--- src/rtl/cpu_cop_regs.sv ---
module cpu_cop_regs #(
  parameter int AW = 8,
  parameter int DW = 16
) (
  input  logic          clk,
  input  logic          rst_n,
  input  logic          host_sel,
  input  logic          host_wr,
  input  logic [AW-1:0] host_addr,
  input  logic [DW-1:0] host_wdata,
  output logic [DW-1:0] host_rdata,
  input  logic          exec_running,
  input  logic          exec_stopped,
  input  logic          undef_attempt,
  input  logic          xref_req,
  output logic          xref_go,
  input  logic          nmi_pin_n,
  output logic          irq_out,
  output logic          nmi_req
);
  localparam logic [AW-1:0] A_HOLD  = AW'(0);
  localparam logic [AW-1:0] A_RUN   = AW'(1);
  localparam logic [AW-1:0] A_HALT  = AW'(2);
  localparam logic [AW-1:0] A_MASK  = AW'(3);
  localparam logic [AW-1:0] A_NMI   = AW'(4);
  localparam logic [AW-1:0] A_ABORT = AW'(5);

  logic       hold, halt, mask;
  logic [2:0] nmist;
  logic       pin_s1, pin_s2, pin_s3;

  wire rd      = host_sel & ~host_wr;
  wire wr      = host_sel &  host_wr;
  wire in_map  = host_addr <= A_ABORT;
  wire abort   = wr && host_addr == A_ABORT;
  wire rd_halt = rd && host_addr == A_HALT;
  wire rd_nmi  = rd && host_addr == A_NMI;
  wire pin_fall = pin_s3 & ~pin_s2;
  wire acc_err  = host_sel & ~in_map & exec_running;

  always_ff @(posedge clk or negedge rst_n)
    if (!rst_n) {pin_s1, pin_s2, pin_s3} <= 3'b111;
    else        {pin_s1, pin_s2, pin_s3} <= {nmi_pin_n, pin_s1, pin_s2};

  always_ff @(posedge clk or negedge rst_n)
    if (!rst_n) begin
      hold  <= 1'b0;
      mask  <= 1'b0;
      halt  <= 1'b0;
      nmist <= 3'b000;
    end else begin
      if (abort) begin
        hold <= 1'b0;
        mask <= 1'b0;
      end else if (wr && host_addr == A_HOLD) begin
        hold <= host_wdata[0];
      end else if (wr && host_addr == A_MASK) begin
        mask <= host_wdata[0];
      end
      halt  <= exec_stopped | (halt & ~rd_halt & ~abort);
      nmist <= {acc_err, undef_attempt, pin_fall} | (rd_nmi ? 3'b000 : nmist);
    end

  always_comb begin
    host_rdata = '0;
    if (rd)
      unique case (host_addr)
        A_HOLD:  host_rdata[0]   = hold;
        A_RUN:   host_rdata[0]   = exec_running;
        A_HALT:  host_rdata[0]   = halt;
        A_MASK:  host_rdata[0]   = mask;
        A_NMI:   host_rdata[2:0] = nmist;
        default: host_rdata      = '0;
      endcase
  end

  assign xref_go = xref_req & ~hold;
  assign irq_out = halt & mask;
  assign nmi_req = |nmist;

  p_hold_blocks_r2: assert property (@(posedge clk) disable iff (!rst_n)
    (wr && host_addr == A_HOLD && host_wdata[0]) |=> !xref_go);

  p_abort_clears_r3: assert property (@(posedge clk) disable iff (!rst_n)
    (abort && !exec_stopped) |=> (!irq_out && !hold && !mask));

  p_stop_irq_r6: assert property (@(posedge clk) disable iff (!rst_n)
    (exec_stopped && mask && !abort && !wr) |=> irq_out);

  p_undef_nmi_r9: assert property (@(posedge clk) disable iff (!rst_n)
    undef_attempt |=> nmi_req);

  p_err_set_r8: assert property (@(posedge clk) disable iff (!rst_n)
    (host_sel && !in_map && exec_running) |=> nmist[2]);

  p_set_wins_r10: assert property (@(posedge clk) disable iff (!rst_n)
    (exec_stopped && rd_halt) |=> halt);
endmodule

--- config.mk ---
export PLATFORM = sky130hd
export DESIGN_NAME = cpu_cop_regs
export DESIGN_NICKNAME = d
export VERILOG_FILES = /design/src/rtl/cpu_cop_regs.sv
export SDC_FILE = /design/constraint.sdc
export NUM_CORES = 1
export LEC_CHECK = 0
export ABC_AREA = 0
export BUFFER_PORTS_ARGS = -buffer_cell sky130_fd_sc_hd__buf_2
export CORE_MARGIN = 2
export CORE_UTILIZATION = 28
export DETAILED_ROUTE_END_ITERATION = 7
export SYNTH_ARGS = -nofsm -noshare
export SYNTH_HDL_FRONTEND = slang
export SYNTH_SLANG_ARGS = --single-unit
--- constraint.sdc ---
create_clock -name clk -period 2.1 [get_ports clk]
set_input_delay 0 -clock clk [delete_from_list [all_inputs] [get_ports clk]]
set_output_delay 0 -clock clk [all_outputs]
set_load 0.01 [all_outputs]
==> impl_metrics.py, run 1 <==
metrics = {
    "floorplan": {
        "die_area_um2": 2551,
        "core_um2": 2002,
        "initial_core_util_pct": 30.25,
        "die_h_um": 50.51,
        "num_rows": 16,
        "die_x_um": 50.51,
        "io_pins": 52,
    },
    "finish": {
        "fin_cells": 120,
        "syn_to_final_growth_pct": 26.24,
        "diodes": 0,
        "nNetsFinal": 127,
        "drive_above_1_share_pct": 39.78,
        "final_area_um2": 764.5,
    },
    "timing": {
        "max_freq_mhz": 569.3,
        "finClkSkew_ns": 0.003743,
        "setup_slack_ns": 0.3434,
        "period_share_pct": 83.65,
        "grt_setup_unrepaired": "false",
        "layout_min_cycle_time_ns": 1.757,
        "hold_violations": 0,
        "setup_viol": 0,
        "drv_slew": 0,
        "fin_tns_setup_ns": 0,
    },
    "clock_tree": {
        "cts_buffers": 3,
        "clk_latency_ns": 0.25,
        "clockBufferDepth": 2,
        "h-tree-depth": 1,
        "post_cts_buffers": 0,
        "clk_pin_slew_worst_paths_ns": 0.06,
        "cts-resized-gates": 0,
        "clkSinkCount": 9,
        "clockRootBuffer": "clkbuf_4",
        "cts_tree": "done",
        "ctsHoldBuffers": 4,
    },
    "global_routing": {
        "grt_pass1_vias": 474,
        "grt_overflow": 0,
        "antenna_found_initial": 0,
        "grt_max_degree": 10,
        "grt_first_pass_wirelength_um": 1952,
        "track_usage_pct": 10.35,
    },
    "setup_path": {
        "arrival_ns": 1.76,
        "timing.rr.start": "mask",
        "path_max_fanout": 5,
        "reg2reg_to": "mask",
        "critPathCaptureType": "primary output",
        "critPathKind": "primary input to primary output",
        "r2r_slack_ns": 0.98,
        "worstPathRequired_ns": 2.10,
        "reg2regPathDepth": 3,
        "start_kind": "primary input",
    },
    "power": {
        "p_leak_nw": 0.3736,
        "power_w": 0.0003719,
        "peakVddDrop_mv": 0.4808,
        "p_per_area_nw_per_um2": 486.5,
    },
    "placed_design": {
        "routabilityCongestion": 0.7460,
        "dp_cells": 112,
        "preCtsSetupSlack_ns": 0.2169,
        "dpl_cell_area_um2": 698.2,
        "numPortBuffers": 23,
        "post-dp-hpwl_um": 1013,
    },
    "routing": {
        "wl_per_cell_um": 10.08,
        "first_pass_iters": 3,
        "via_per_inst": 4.375,
        "initialDrtViolationCount": 8,
        "drtAntennaViolNets": 0,
        "drc": 0,
        "drt_wl_total_um": 1209,
        "dr_total_vias": 525,
    },
    "hold_path": {
        "whs_path_depth": 2,
        "min_from": "exec_running",
        "hold-path-endpoint": "nmist[2]",
        "min_path_type": "primary input to flip-flop",
    },
    "synth": {
        "synth_warnings": 0,
        "syn-instance-count": 64,
        "synth_area_um2": 605.6,
        "ys_seq_area_share_pct": 37.81,
        "synthDistinctLibCells": 31,
        "ys_ff_latch": 9,
        "synth_area_per_cell_um2": 9.462,
    },
    "run": {
        "maxCapViolCount": 0,
    },
    "run_status": {
        "status": "complete, no violations",
    },
}
state kept, by name (all words and copies together) (netlist names):
register  count
halt          1
hold          1
mask          1
nmist         3
pin_s1        1
pin_s2        1
pin_s3        1
report_power, final:
group	total, W	switching (W)	internal (W)	leakage (nW)
sequential	0.000182	0.00000179	0.000180	0.0893
combinational	0.0000623	0.0000351	0.0000272	0.269
clock	0.000128	0.0000551	0.0000729	0.0150
synthesized netlist by cell type:
library cell  instances  area, µm²
or3_4                 1      11.26
nor4_1                1      6.260
mux2i_1               2      20.02
nand2b_1              1      6.260
dfrtp_1               6      150.1
or2_2                 1      6.260
nand4b_1              1      8.760
a21o_1                1      7.510
buf_4                13      97.59
or4_4                 2      22.52
nor2b_1               1      6.260
a31oi_1               1      6.260
and3_1                1      6.260
and3b_1               1      8.760
o2bb2ai_1             1      8.760
a211o_2               1      10.01
a32o_1                1      10.01
nor2_1                6      22.52
nand4_1               1      6.260
conb_1                1      3.750
or3_1                 1      6.260
clkbuf_1              1      3.750
a31o_2                2      17.52
inv_1                 4      15.01
nor3_1                1      5.000
and2_1                2      12.51
nand3_1               1      5.000
o21ai_0               2      10.01
dfstp_2               3      78.83
or3b_2                1      8.760
a22o_1                2      17.52
worst max-delay path by stage:
| stage | start | endpoint | slack (ns) | cells after the start |
|---|---|---|---|---|
| 3_5_place_dp | host_addr[6] | nmist[2] | 0.22 | 5 |
| 2_1_floorplan | host_addr[6] | nmist[2] | 0.38 | 4 |
| 5_1_grt | host_addr[6] | host_rdata[1] | 0.25 | 6 |
| 3_3_place_gp | host_addr[6] | nmist[2] | 0.23 | 5 |
| 6_report | host_addr[6] | host_rdata[1] | 0.34 | 6 |
| 4_1_cts | host_addr[6] | host_rdata[1] | 0.33 | 6 |
worst max-delay path, stage by stage:
cell and delay [ns]:
buf_2 0.09, or4_4 0.55, or3_4 0.35, or4_4 0.53
nor2_1 0.10, buf_2 0.13
cells in the final DEF, fill, tap and decap left out:
cell	count
dlygate4sd3_1	4
clkbuf_1	1
and2_1	2
nand3_1	1
nand2b_1	1
clkbuf_4	3
nor2b_1	1
inv_1	4
a31oi_1	1
and3b_1	1
and3_1	1
buf_2	23
nand4b_1	1
or3b_2	1
mux2i_1	2
conb_1	13
nor3_1	1
or2_2	1
a31o_2	2
nand4_1	1
or3_1	1
o2bb2ai_1	1
dfstp_2	3
a32o_1	1
a211o_2	1
dfrtp_1	6
o21ai_0	2
a21o_1	1
or3_4	1
nor2_1	6
a22o_1	2
nor4_1	1
or4_4	2
layout make-up:
cell class,count,area (µm²)
fillers,224,1237
flip-flops and latches,9,229.0
clock buffers,4,26.28
inverters,4,15.01
repair buffers,27,155.1
well taps,27,33.78
multi-input cells,49,305.3
kinds of logic after synthesis:
logic type / Yosys count / synth area share [%]
multiplexers: 2 / 3.306
buffers and inverters: 18 / 19.21
other: 1 / 0.6192
AO/OA/AOI/OAI: 11 / 14.47
AND/OR/NAND/NOR: 23 / 24.59
flip-flops: 9 / 37.81
metal layers:
layer,track usage (%),up-vias,share of wire [%]
met5,0,-,0
met3,5.655,0,7.4
li1,-,262,-
met4,1.351,0,0
met1,11.52,236,44
met2,17.76,27,49
per-stage QoR:
step	util (%)	hold WS [ns]
floorplan	-	-0.2956
global placement	34.88	-0.1460
detailed placement	34.88	-0.1376
CTS	38.19	0.01623
global route	38.19	0.03949
finish	38.19	0.02176
No activity file was read; power rests on OpenSTA's default activity.
==> run 2: changes to the inputs <==
Clock period 2.1 ns to 1.55 ns, I/O delays scaled along.
==> run 2 against run 1 <==
The flow now finishes with violations (negative setup slack). Cell count grew 5.0%. Sequential cell count is the same. Sequential power grew 35%.
==> impl_metrics.py, run 2 (same netlist as run 1, synthesis figures left out) <==
metrics = {
    "run_status": {
        "status": "finished, violations left",
        "violations": "negative setup slack",
    },
    "setup_path": {
        "critPathKind": "primary input to primary output",
        "start_kind": "primary input",
        "crit_family": "simple AND/OR/NAND/NOR gates",
        "worstPathRequired_ns": 1.55,
        "cpMaxStageDelayCell": "or4_4",
        "cp_num_buf_inv": 2,
        "cp_common_cell": "or4_4",
        "critPathCaptureType": "primary output",
        "crit_chain": "buf_6 > or4_4 > or3_4 > or4_4 > nor2_2 > buf_2",
        "arrival_ns": 1.65,
        "critPathMaxStageDelay_ns": 0.53,
        "path_max_fanout": 5,
    },
    "routing": {
        "dr_total_vias": 543,
        "wl_met2_um": 608,
        "wl_met3_um": 121,
        "drt_wl_total_um": 1293,
        "drc": 0,
        "drtAntennaViolNets": 0,
        "met1Wirelength_um": 547,
        "first_pass_iters": 4,
        "via_per_inst": 4.310,
        "wl_per_cell_um": 10.26,
        "top_layer_used": "met4",
        "initialDrtViolationCount": 6,
    },
    "power": {
        "p_comb_share_pct": 17.8,
        "p_per_area_nw_per_um2": 630.6,
        "pwr-share-clk_pct": 34.8,
        "p_sw_share_pct": 25.71,
        "p_sw_w": 0.0001337,
        "seq_power_share_pct": 47.3,
        "peakVddDrop_mv": 0.3672,
        "p_int_w": 0.0003863,
        "power_w": 0.0005199,
        "p_leak_nw": 0.4028,
    },
    "finish": {
        "final_common_cell": "buf_2",
        "nNetsFinal": 133,
        "syn_to_final_growth_pct": 36.16,
        "fillerInstances": 223,
        "largest_register": "nmist",
        "drive_above_1_share_pct": 45.45,
        "diodes": 0,
        "fin_cells": 126,
        "utilization_pct": 41.19,
        "largest_reg_flops": 3,
        "multiInputGateArea_um2": 310.3,
        "layout_common_cells": "22 x buf_2, 13 x conb_1, 6 x dfrtp_1",
        "ff_latch_area_um2": 229.0,
    },
    "floorplan": {
        "initial_core_util_pct": 30.25,
        "die_area_um2": 2551,
        "io_pins": 52,
        "num_rows": 16,
        "core_um2": 2002,
        "die_h_um": 50.51,
        "die_x_um": 50.51,
    },
    "global_routing": {
        "track_usage_pct": 11.42,
        "grt_pass1_vias": 477,
        "grt_max_degree": 10,
        "grt_first_pass_wirelength_um": 2090,
        "antenna_found_initial": 0,
        "grt_overflow": 0,
    },
    "timing": {
        "holdWs_ns": 0.009153,
        "drv_slew": 0,
        "setup_slack_ns": -0.1044,
        "hold_violations": 0,
        "period_share_pct": 106.7,
        "layout_min_cycle_time_ns": 1.654,
        "grt_setup_unrepaired": "true",
        "max_freq_mhz": 604.4,
        "finClkSkew_ns": 0.005014,
        "setup_viol": 3,
    },
    "hold_path": {
        "min_path_type": "primary input to flip-flop",
    },
    "clock_tree": {
        "cts_buffers": 3,
        "clk_pin_slew_worst_paths_ns": 0.06,
        "cts_tree": "done",
        "clockRootBuffer": "clkbuf_4",
        "clkSinkCount": 9,
        "clk_latency_ns": 0.27,
        "h-tree-depth": 1,
        "clockBufferDepth": 2,
    },
    "placed_design": {
        "post-dp-hpwl_um": 1073,
        "numPortBuffers": 23,
        "routabilityCongestion": 0.7226,
        "dp_cells": 116,
        "preCtsSetupSlack_ns": -0.2842,
    },
    "run": {
        "maxCapViolCount": 0,
    },
}
-- run 2: changes by cell type in the layout (fill, tap and decap cells not counted), sizes merged --
cell,change
buf,+6
-- run 2: layer usage --
metal / GRT usage, % / vias up
met5: 0 / -
met4: 5.405 / 0
met3: 4.762 / 2
met2: 17.11 / 30
met1: 14.15 / 241
li1: - / 270
-- run 2: cell type report --
class	instances	share of cell area (%)
clock buffers	4	3.187
flip-flops and latches	9	27.77
multi-input cells	49	37.63
well taps	27	4.097
repair buffers	33	25.49
inverters	4	1.821
-- run 2: worst paths after layout --
kind                         startpoint            end  slack (ns)  depth (start not counted)
max reg2reg                        mask           mask        0.45                          3
min reg2reg                      pin_s1         pin_s2        0.36                          0
max in group asynchronous         rst_n         pin_s2        1.20                          2
min                        exec_running       nmist[2]       0.009                          2
max                        host_addr[6]  host_rdata[1]       -0.10                          6
min in group asynchronous         rst_n           halt        0.10                          2
-- run 2: through the flow --
| stage | instance area [µm²] | TNS [ns] |
|---|---|---|
| floorplan | 650.6 | -0.5109 |
| global placement | 728.2 | -1.279 |
| detailed placement | 728.2 | -1.476 |
| CTS | 810.8 | -0.2266 |
| global route | 824.5 | -0.3816 |
| finish | 824.5 | -0.3009 |
-- run 2: power groups by stage --
| stage | Sequential (W) | Combinational [W] | Clock [W] |
|---|---|---|---|
| after detailed placement | 0.000250 | 0.0000822 | 0 |
| after floorplan | 0.000249 | 0.0000634 | 0 |
| after global routing | 0.000247 | 0.000104 | 0.000205 |
| final | 0.000246 | 0.0000928 | 0.000181 |
| after CTS | 0.000246 | 0.0000919 | 0.000189 |
| after global placement | 0.000250 | 0.0000809 | 0 |
-- run 2: worst register-to-register path: stages (launching register included) --
cell and delay, ns:
dfrtp_1 0.39, and2_1 0.16, a31o_2 0.21, a22o_1 0.23
-- run 2: repair_timing --
item	in CTS	in global routing
hold endpoints to repair	12	0
gates resized for setup	2	2
buffers inserted	1	1
hold buffers	4	0
endpoints found under the setup margin	2	3
cloned	0	0
pin swaps	2	0
